$ cat config.mk
export PLATFORM = sky130hd
export DESIGN_NAME = simd_pred_array
export DESIGN_NICKNAME = d
export VERILOG_FILES = /design/src/rtl/simd_pkg.sv /design/src/rtl/simd_ctrl.sv /design/src/rtl/simd_lanes.sv /design/src/rtl/simd_pred_array.sv
export SDC_FILE = /design/constraint.sdc
export NUM_CORES = 1
export LEC_CHECK = 0
export ABC_CLOCK_PERIOD_IN_PS = 10400
export BUFFER_PORTS_ARGS = -buffer_cell sky130_fd_sc_hd__clkbuf_2
export CORE_ASPECT_RATIO = 1.2
export CORE_UTILIZATION = 25
export DETAILED_ROUTE_END_ITERATION = 7
export HOLD_SLACK_MARGIN = 0.12
export PLACE_DENSITY = 0.39
export SYNTH_ARGS = -nofsm -noshare
export SYNTH_HDL_FRONTEND = slang
export SYNTH_HIERARCHICAL = 1
export SYNTH_SLANG_ARGS = --single-unit
$ cat constraint.sdc
create_clock -name clk -period 10.4 [get_ports clk]
set_clock_uncertainty 0.2 [all_clocks]
set_input_delay 1.04 -clock clk [delete_from_list [all_inputs] [get_ports clk]]
set_output_delay 1.04 -clock clk [all_outputs]
set_load 0.02 [all_outputs]
$ cat src/rtl/simd_pkg.sv
package simd_pkg;

  typedef enum logic [2:0] {
    OP_NOP  = 3'd0,
    OP_LDI  = 3'd1,
    OP_ADD  = 3'd2,
    OP_SUB  = 3'd3,
    OP_ADDI = 3'd4,
    OP_CMP  = 3'd5,
    OP_LD   = 3'd6,
    OP_ST   = 3'd7
  } op_e;

  localparam logic [2:0] PR_ALWAYS = 3'd0;
  localparam logic [2:0] PR_ZERO   = 3'd1;
  localparam logic [2:0] PR_NZERO  = 3'd2;
  localparam logic [2:0] PR_NNEG   = 3'd3;
  localparam logic [2:0] PR_NEG    = 3'd4;

  // strobes from sequencer to lanes
  typedef struct packed {
    logic accept;
    logic aluCommit;
    logic memGo;
  } ctrl_t;

  function automatic logic predOk(input logic [2:0] sel, input logic signF, input logic zeroF);
    case (sel)
      PR_ALWAYS: predOk = 1'b1;
      PR_ZERO:   predOk = zeroF;
      PR_NZERO:  predOk = !zeroF;
      PR_NNEG:   predOk = !signF;
      PR_NEG:    predOk = signF;
      default:   predOk = 1'b0;
    endcase
  endfunction

  function automatic logic isMemOp(input logic [2:0] op);
    isMemOp = (op == OP_LD) || (op == OP_ST);
  endfunction

endpackage

$ cat src/rtl/simd_ctrl.sv
module simd_ctrl
  import simd_pkg::*;
#(
  parameter int LANES = 4,
  localparam int LW = (LANES > 1) ? $clog2(LANES) : 1
) (
  input  logic             clk,
  input  logic             rstN,
  input  logic             instValid,
  input  logic [2:0]       instOp,
  input  logic [LANES-1:0] passMask,
  output logic             instReady,
  output ctrl_t            ctl,
  output logic [LW-1:0]    memLane,
  output logic             done
);

  logic             busy;
  logic [LANES-1:0] pending;
  logic [LANES-1:0] remaining;

  // lowest pending lane goes first
  always_comb begin
    memLane = '0;
    for (int i = LANES - 1; i >= 0; i--) begin
      if (pending[i]) memLane = LW'(i);
    end
  end

  assign remaining     = pending & ~(LANES'(1) << memLane);
  assign instReady     = !busy;
  assign ctl.accept    = instValid && !busy;
  assign ctl.aluCommit = ctl.accept && !isMemOp(instOp);
  assign ctl.memGo     = busy;

  always_ff @(posedge clk) begin
    if (!rstN) begin
      busy    <= 1'b0;
      pending <= '0;
      done    <= 1'b0;
    end else begin
      done <= 1'b0;
      if (ctl.accept) begin
        if (isMemOp(instOp) && (|passMask)) begin
          busy    <= 1'b1;
          pending <= passMask;
        end else begin
          done <= 1'b1;
        end
      end
      if (busy) begin
        pending <= remaining;
        if (remaining == '0) begin
          busy <= 1'b0;
          done <= 1'b1;
        end
      end
    end
  end

endmodule

$ cat src/rtl/simd_lanes.sv
module simd_lanes
  import simd_pkg::*;
#(
  parameter int LANES = 4,
  parameter int DW    = 16,
  parameter int NREG  = 8,
  parameter int AW    = 8,
  localparam int LW = (LANES > 1) ? $clog2(LANES) : 1,
  localparam int RW = $clog2(NREG)
) (
  input  logic             clk,
  input  logic             rstN,
  input  ctrl_t            ctl,
  input  logic [LW-1:0]    memLane,
  input  logic [2:0]       instOp,
  input  logic [RW-1:0]    instRd,
  input  logic [RW-1:0]    instRs1,
  input  logic [RW-1:0]    instRs2,
  input  logic [DW-1:0]    instImm,
  input  logic [2:0]       instPred,
  input  logic [DW-1:0]    memRdata,
  output logic [LANES-1:0] passMask,
  output logic             memWe,
  output logic [AW-1:0]    memAddr,
  output logic [DW-1:0]    memWdata
);

  // memory instruction held while lanes take turns on the port
  logic [2:0]    heldOp;
  logic [RW-1:0] heldRd;
  logic [RW-1:0] heldRs1;
  logic [AW-1:0] heldBase;
  logic [DW-1:0] laneStore [LANES];

  always_ff @(posedge clk) begin
    if (!rstN) begin
      heldOp   <= OP_NOP;
      heldRd   <= '0;
      heldRs1  <= '0;
      heldBase <= '0;
    end else if (ctl.accept) begin
      heldOp   <= instOp;
      heldRd   <= instRd;
      heldRs1  <= instRs1;
      heldBase <= instImm[AW-1:0];
    end
  end

  assign memWe    = (heldOp == OP_ST);
  assign memAddr  = heldBase + AW'(memLane);
  assign memWdata = laneStore[memLane];

  for (genvar g = 0; g < LANES; g++) begin : gLane
    logic [DW-1:0] regs [NREG];
    logic          signF;
    logic          zeroF;
    logic [DW-1:0] opA;
    logic [DW-1:0] opB;
    logic [DW-1:0] result;
    logic          writesReg;

    assign opA          = regs[instRs1];
    assign opB          = regs[instRs2];
    assign passMask[g]  = predOk(instPred, signF, zeroF);
    assign laneStore[g] = regs[heldRs1];

    always_comb begin
      result    = '0;
      writesReg = 1'b1;
      case (instOp)
        OP_LDI:  result = instImm;
        OP_ADD:  result = opA + opB;
        OP_SUB:  result = opA - opB;
        OP_ADDI: result = opA + instImm;
        default: writesReg = 1'b0;
      endcase
    end

    always_ff @(posedge clk) begin
      if (!rstN) begin
        for (int r = 0; r < NREG; r++) regs[r] <= '0;
        signF <= 1'b0;
        zeroF <= 1'b0;
      end else begin
        if (ctl.aluCommit && passMask[g]) begin
          if (instOp == OP_CMP) begin
            signF <= $signed(opA) < $signed(opB);
            zeroF <= (opA == opB);
          end else if (writesReg) begin
            regs[instRd] <= result;
          end
        end
        if (ctl.memGo && heldOp == OP_LD && memLane == LW'(g)) begin
          regs[heldRd] <= memRdata;
        end
      end
    end
  end

endmodule

$ cat src/rtl/simd_pred_array.sv
module simd_pred_array
  import simd_pkg::*;
#(
  parameter int LANES = 4,
  parameter int DW    = 16,
  parameter int NREG  = 8,
  parameter int AW    = 8,
  localparam int LW = (LANES > 1) ? $clog2(LANES) : 1,
  localparam int RW = $clog2(NREG)
) (
  input  logic          clk,
  input  logic          rstN,
  input  logic          instValid,
  output logic          instReady,
  input  logic [2:0]    instOp,
  input  logic [RW-1:0] instRd,
  input  logic [RW-1:0] instRs1,
  input  logic [RW-1:0] instRs2,
  input  logic [DW-1:0] instImm,
  input  logic [2:0]    instPred,
  output logic          memReq,
  output logic          memWe,
  output logic [AW-1:0] memAddr,
  output logic [DW-1:0] memWdata,
  input  logic [DW-1:0] memRdata,
  output logic          done
);

  ctrl_t            ctl;
  logic [LW-1:0]    memLane;
  logic [LANES-1:0] passMask;

  simd_ctrl #(.LANES(LANES)) uCtrl (
    .clk(clk), .rstN(rstN), .instValid(instValid), .instOp(instOp),
    .passMask(passMask), .instReady(instReady), .ctl(ctl),
    .memLane(memLane), .done(done)
  );

  simd_lanes #(.LANES(LANES), .DW(DW), .NREG(NREG), .AW(AW)) uLanes (
    .clk(clk), .rstN(rstN), .ctl(ctl), .memLane(memLane),
    .instOp(instOp), .instRd(instRd), .instRs1(instRs1), .instRs2(instRs2),
    .instImm(instImm), .instPred(instPred), .memRdata(memRdata),
    .passMask(passMask), .memWe(memWe), .memAddr(memAddr), .memWdata(memWdata)
  );

  assign memReq = ctl.memGo;

endmodule

==> summary.md, run 1 <==
| Metric | Value |
|---|---|
| Status | `finished clean` |
| Post-Synth Adder-Cell Area | `4.285%` |
| RePlAce Congestion | `about 0.90` |
| Critical path endpoint category | `register` |
| Largest area contributor in the netlist | `edfxtp_1` |
| Maximum clock path buffer count | `3` |
| CP Data Required Time | `about 11 ns` |
| Reg clk slew, reported paths | `~0.070 ns` |
| Port buffer count | `a little under 80` |
| Clock root buffer | `clkbuf_16` |
| Antenna viol nets, final | `0` |
| NumNets Final | `around 3,700` |
| RSZ-0062 raised after global routing | `false` |
| Largest net degree at the start of global routing | `70` |
| Latest clock arrival within the worst-skew pair | `between 0.6 and 0.7 ns` |
| Prevailing post-synth register cell | `edfxtp_1` |
| Core Box Area | `around 160,000 um^2` |
| Final WS setup | `4.010 ns` |
| Synth Cell Area | `around 41,000 um^2` |
| Total global-route track usage | `23.89%` |
| Post-synth EDFFs | `between 500 and 600` |
| Most common cell in the netlist | `edfxtp_1` |
| Die width | `roughly 370 um` |
| CTS Hold Bufs | `0` |
| Synth Area in XOR/XNOR | `2.230%` |
| Critical path launch point type | `primary input` |
| Dpl cell area | `roughly 45,000 um^2` |
| Num Clock Sinks | `around 550` |
| Syn_area_per_cell | `between 10 and 15 um^2` |
| Initial Utilization | `roughly a quarter` |
| Pre-CTS WS | `around 3.4 ns` |
| Power per cell area | `roughly 150 nW/um^2` |
| # resized after CTS | `0` |
| Final Cell Area | `between 40,000 and 50,000 um^2` |
| CTS H-tree lvls | `3` |
| Max Cap Viol | `0` |
| Fraction of layout cells with a size suffix above 1 | `about a quarter` |
| Post-Synthesis Net Count | `around 3,700` |
| Fillers | `roughly 17,000` |
| Leakage | `approximately 16 nW` |
| Fin. max-slew vios | `0` |
| # rows | `around 160` |
| Top cell type's share of synthesized area | `37.29%` |
| TritonCTS buffer count | `roughly 70` |
| DRT Wirelength | `203,000 um` |
| Post-synth ARST share | `0%` |
| Area Overhead vs Synth | `13.32%` |
| Total grt overflow | `0` |
| Post-layout min period | `~6.4 ns` |
| Post-synthesis register bit count | `roughly 550` |
| DRC viols | `0` |
| Sum Neg Setup Slack | `0 ns` |
| Post-CTS Setup Inserts | `0` |
| Arrival @ worst endpoint | `roughly 6.6 ns` |
| Main combinational cell family by area after synthesis | `multiplexers` |
| Total die area | `166,600 um^2` |
| FMAX | `between 0.15 and 0.2 GHz` |
| Final period utilization | `between 60% and 70%` |
| Peak supply drop | `approximately 0.00011 V` |
| DR WL/cell | `between 30 and 40 um` |
| Final hold violations | `0` |
| Total power | `between 6 and 7 mW` |
| DRT iter0 DRCs | `between 3,000 and 4,000` |
| Yosys cell types | `77` |
| Detailed placer's ending HPWL | `137,500 um` |
| Hold WS | `~0.31 ns` |
| Post-synthesis mux area share | `between 20% and 30%` |
| DRT Pass-1 Iters | `6` |
| Worst slew margin | `11.06%` |
| DIE HEIGHT | `about 450 um` |
| Final setup vio count | `0` |
| Global-route wire length before repair | `~280,000 um` |
| CP Max Fanout | `just over 40` |
| Post-synthesis sequential area ratio | `between 30 and 40%` |
| Worst min-delay path category | `register to register` |
| Ports | `78` |
| Top cells by area, synth | `edfxtp_1, mux4_2, o21ai_0` |
| Initial antenna violation count | `24` |
| CTS tree | `done` |
| Vias in the first global route | `32,030` |
| Setup Crit Path Kind | `primary input to register` |
| Vias per cell | `around 5.9` |
| Via count | `around 33,000` |
| Post-synthesis compound-gate area fraction | `16.18%` |
| Syn Inst Count | `~3,500` |
| Post-synthesis simple-gate area fraction | `~8.5%` |
| YS warnings | `6` |
| Top cells by count, synth | `edfxtp_1, mux4_2, nand2_1` |
| Tightest Pin Transition | `about 1.3 ns` |
[registers in the layout (all words and copies together), names as in the netlist, named ones only]
| register | flops |
|---|---|
| uLanes/heldRd | 3 |
| uLanes/gLane.regs | 512 |
| uLanes/heldOp | 3 |
| uCtrl/done | 1 |
| uLanes/heldRs1 | 3 |
| uLanes/gLane.signF | 4 |
| uLanes/heldBase | 8 |
| uCtrl/busy | 1 |
| uLanes/gLane.zeroF | 4 |
| uCtrl/pending | 4 |
[final cells by class]
class	instances	area (um^2)	area share, %
diodes	6	15.01	0.03214
clock buffers	86	1800	3.854
clock inverters	32	269.0	0.5758
inverters	32	120.1	0.2571
multi-input cells	2615	24250	51.91
flip-flops and latches	546	16060	34.38
well taps	2132	2668	5.709
repair buffers	218	1531	3.278
[layer usage]
metal / part of all wire, % / GRT usage, % / up-vias
li1: - / - / 13990
met1: 41 / 30.98 / 17430
met2: 47 / 39.23 / 1547
met3: 7.1 / 3.712 / 292
met4: 4.6 / 10.79 / 20
met5: 0.064 / 0 / -
[power breakdown]
group | total (mW) | internal, mW | switching (mW)
registers | 2.54 | 2.48 | 0.0664
logic | 1.94 | 0.707 | 1.23
clock network | 2.36 | 1.30 | 1.06
total | 6.84 | 4.49 | 2.35
[metrics by stage]
stage | util [%] | std cells
global route | 28.63 | 5662
finish | 28.63 | 5667
detailed placement | 27.36 | 5543
floorplan | - | 3475
CTS | 28.63 | 5661
global placement | 27.36 | 5543
[final timing paths]
kind / start / end / slack [ns] / cells after the start
min reg2reg: uLanes/gLane[1].zeroF$_SDFFE_PN0P_ / uLanes/gLane[1].zeroF$_SDFFE_PN0P_ / 0.31 / 2
max reg2reg: uLanes/gLane[2].regs[3][0]$_DFFE_PP_ / uLanes/gLane[2].regs[2][12]$_DFFE_PP_ / 5.24 / 12
max: instOp[2] / uLanes/gLane[2].regs[2][12]$_DFFE_PP_ / 4.01 / 14
min: uLanes/gLane[1].zeroF$_SDFFE_PN0P_ / uLanes/gLane[1].zeroF$_SDFFE_PN0P_ / 0.31 / 2
[placed cells by master, fill, tap and decap left out, drive strengths merged, types with 12 or more instances in the layout]
cell type	synthesis	layout
a211oi	22	22
a21o	46	46
a21oi	169	169
a22o	210	210
a22oi	15	15
a31oi	12	12
and3	13	13
buf	59	148
clkbuf	223	156
clkinv	0	22
dfxtp	34	34
edfxtp	512	512
ha	126	126
inv	32	35
mux2	79	79
mux2i	84	84
mux4	416	416
nand2	399	399
nand2b	13	13
nand3	31	31
nand4	14	14
nor2	135	135
nor2b	46	46
nor3	56	56
o211ai	21	21
o21a	15	15
o21ai	388	388
o21bai	13	13
o221ai	40	40
or3	42	42
xnor2	63	63
xor2	42	42
[worst max-delay path, cell delays in order]
cell and delay [ns]:
clkbuf_2 0.61, nand2_4 0.56, nor2_1 0.99, nor2_1 0.13, ha_1 0.26, fa_1 0.49
a211oi_1 0.36, o21ai_0 0.14, a21boi_0 0.34, o21ai_0 0.19, nor2_1 0.14, xnor2_1 0.07
a221oi_1 0.96, o21ai_0 0.22
[logic make-up after synthesis]
group / after synthesis
AO/OA/AOI/OAI: 1009
AND/OR/NAND/NOR: 786
multiplexers: 579
flip-flops: 546
buffers and inverters: 314
adder cells (fa/ha/maj): 136
XOR/XNOR: 105
Note: power is estimated with default switching activity, not from simulation.
==> inputs of run 2 (changes only) <==
--- a/config.mk
+++ b/config.mk
@@ -5,7 +5,7 @@
 export SDC_FILE = /design/constraint.sdc
 export NUM_CORES = 1
 export LEC_CHECK = 0
-export ABC_CLOCK_PERIOD_IN_PS = 10400
+export ABC_CLOCK_PERIOD_IN_PS = 6100
 export BUFFER_PORTS_ARGS = -buffer_cell sky130_fd_sc_hd__clkbuf_2
 export CORE_ASPECT_RATIO = 1.2
 export CORE_UTILIZATION = 25
==> constraint.sdc (replaced) <==
create_clock -name clk -period 6.1 [get_ports clk]
set_clock_uncertainty 0.2 [all_clocks]
set_input_delay 0.61 -clock clk [delete_from_list [all_inputs] [get_ports clk]]
set_output_delay 0.61 -clock clk [all_outputs]
set_load 0.02 [all_outputs]
==> run 2 against run 1 <==
Critical path depth rose by 1. Hold slack got worse by 0.14 ns. Combinational power rose by 71%. Routed wire length rose by 1.7%. Power rose by 71%. Sequential share of layout area fell by 0.55 points. Core utilization rose by 0.47 points. Die area did not move. Critical path type unchanged. Critical endpoint is now uLanes/gLane[3].regs[0][15]$_DFFE_PP_. Largest cell class unchanged.
==> summary.md, run 2 (synthesis results as in run 1) <==
| Metric | Value |
|---|---|
| Status | `finished clean` |
| Vias per cell | `just under 6` |
| CP max-delay cell | `a221oi_2` |
| Tightest Pin Transition | `~1.2 ns` |
| Critical path's largest stage delay | `0.54 ns` |
| Post-layout min period | `slightly below 5 ns` |
| Post-CTS Setup Inserts | `0` |
| Die width | `~370 um` |
| DIE HEIGHT | `between 400 and 500 um` |
| Critical-path cell list | `buf_8 -> buf_4 -> buf_4 -> mux4_2 -> mux2i_1 -> ha_1 -> a21o_1 -> a21oi_1 -> nor3b_1 -> a21o_1 -> nor3_1 -> a2111oi_2 -> xnor2_1 -> a221oi_2 -> o21ai_0` |
| DRC viols | `0` |
| Fraction of layout cells with a size suffix above 1 | `a little over a quarter` |
| Initial antenna violation count | `22` |
| Leakage | `approximately 16 nW` |
| Via count | `~34,000` |
| Detailed placer's ending HPWL | `roughly 140,000 um` |
| RePlAce Congestion | `about 0.95` |
| Total grt overflow | `0` |
| NumNets Final | `~3,800` |
| Num Clock Sinks | `around 550` |
| Reg clk slew, reported paths | `around 0.06 ns` |
| Largest net degree at the start of global routing | `between 50 and 60` |
| Total die area | `166,600 um^2` |
| CTS H-tree lvls | `3` |
| CTS Hold Bufs | `7` |
| Most common cell after layout, fill and taps aside | `edfxtp_1` |
| Worst slew margin | `between 15 and 20%` |
| RSZ-0062 raised after global routing | `false` |
| DRT Pass-1 Iters | `5` |
| Worst min-delay path category | `primary input to register` |
| TritonCTS buffer count | `between 60 and 70` |
| Pre-CTS WS | `0.5300 ns` |
| Max Cap Viol | `0` |
| Final setup vio count | `0` |
| Ports | `roughly 80` |
| Area Overhead vs Synth | `15.16%` |
| Critical path endpoint category | `register` |
| # resized after CTS | `0` |
| Arrival @ worst endpoint | `roughly 5 ns` |
| DR WL/cell | `35.90 um` |
| Peak supply drop | `0.0001929 V` |
| Max reg flops | `between 500 and 600` |
| Global-route wire length before repair | `about 280,000 um` |
| Final WS setup | `between 1 and 1.5 ns` |
| # rows | `around 160` |
| Power per cell area | `246.7 nW/um^2` |
| Antenna viol nets, final | `0` |
| Clock root buffer | `clkbuf_16` |
| Core Box Area | `between 150,000 and 200,000 um^2` |
| Biggest regs | `uLanes/gLane.regs: 512 flops, uLanes/heldBase: 8 flops` |
| Vias in the first global route | `33,420` |
| FMAX | `between 0.2 and 0.25 GHz` |
| Initial Utilization | `25.27%` |
| Total global-route track usage | `24.42%` |
| Sum Neg Setup Slack | `0 ns` |
| Final hold violations | `0` |
| Maximum clock path buffer count | `3` |
| Final period utilization | `about 80%` |
| Setup Crit Path Kind | `primary input to register` |
| Port buffer count | `77` |
| CP Data Required Time | `between 6 and 7 ns` |
| Fillers | `approximately 17,000` |
| Commonest cells after routing, fill and taps aside | `edfxtp_1, mux4_2, nand2_1` |
| Reg with most FFs | `uLanes/gLane.regs` |
| Latest clock arrival within the worst-skew pair | `roughly 0.68 ns` |
| DRT iter0 DRCs | `3,712` |
| CTS tree | `done` |
| Fin. max-slew vios | `0` |
| CP Max Fanout | `24` |
| Critical path launch point type | `primary input` |
| DRT Wirelength | `206,400 um` |
run 2: stage by stage:
step                cells  utilization, %  hold slack (ns)  cell area (um^2)  total power [mW]
finish               5749           29.10           0.1656             47480             11.71
global route         5745           29.10           0.1875             47470             12.10
CTS                  5744           29.09           0.1268             47470             11.76
detailed placement   5621           27.77           0.3085             45310             7.684
global placement     5621           27.77           0.3053             45310             7.688
floorplan            3475               -           0.2647             41230             6.455
run 2: report_power, final:
group | leakage, nW | switching, mW | internal (mW)
clock | 1.01 | 1.76 | 2.29
combinational | 9.75 | 2.08 | 1.25
sequential | 5.56 | 0.116 | 4.23
run 2: worst paths after layout:
check	start	to	slack (ns)	depth (start not counted)
max	instRs2[0]	uLanes/gLane[3].regs[0][15]$_DFFE_PP_	1.20	15
min	instRd[2]	uLanes/heldRd[2]$_SDFFE_PN0P_	0.17	3
max reg2reg	uLanes/gLane[2].regs[7][0]$_DFFE_PP_	uLanes/gLane[2].regs[3][14]$_DFFE_PP_	1.31	15
min reg2reg	uLanes/heldRs1[0]$_SDFFE_PN0P_	register	0.31	2
run 2: metal layers:
metal | global-route usage [%] | vias to the layer above | share of wire [%]
met5 | 0 | - | 0.058
met4 | 11.81 | 20 | 5.1
met3 | 4.104 | 363 | 7.7
met2 | 39.85 | 1644 | 47
met1 | 31.35 | 17720 | 41
li1 | - | 14150 | -
run 2: worst max-delay path, delay by kind of cell:
family / cells / cell delay (ns)
AO/OA/AOI/OAI: 6 / 1.63
XOR/XNOR: 1 / 0.14
adder cells (fa/ha/maj): 1 / 0.37
buffers and inverters: 3 / 1.14
multiplexers: 2 / 0.86
AND/OR/NAND/NOR: 2 / 0.29
run 2: cell type report:
type / instances / area, um^2 / area share, %
Timing Repair Buffer: 303 / 2237 / 4.711
Clock inverter: 29 / 251.5 / 0.5296
Tap cell: 2132 / 2668 / 5.618
Inverter: 32 / 120.1 / 0.2530
Multi-Input combinational cell: 2615 / 24290 / 51.16
Antenna cell: 5 / 12.51 / 0.02635
Sequential cell: 546 / 16060 / 33.83
Clock buffer: 87 / 1837 / 3.868
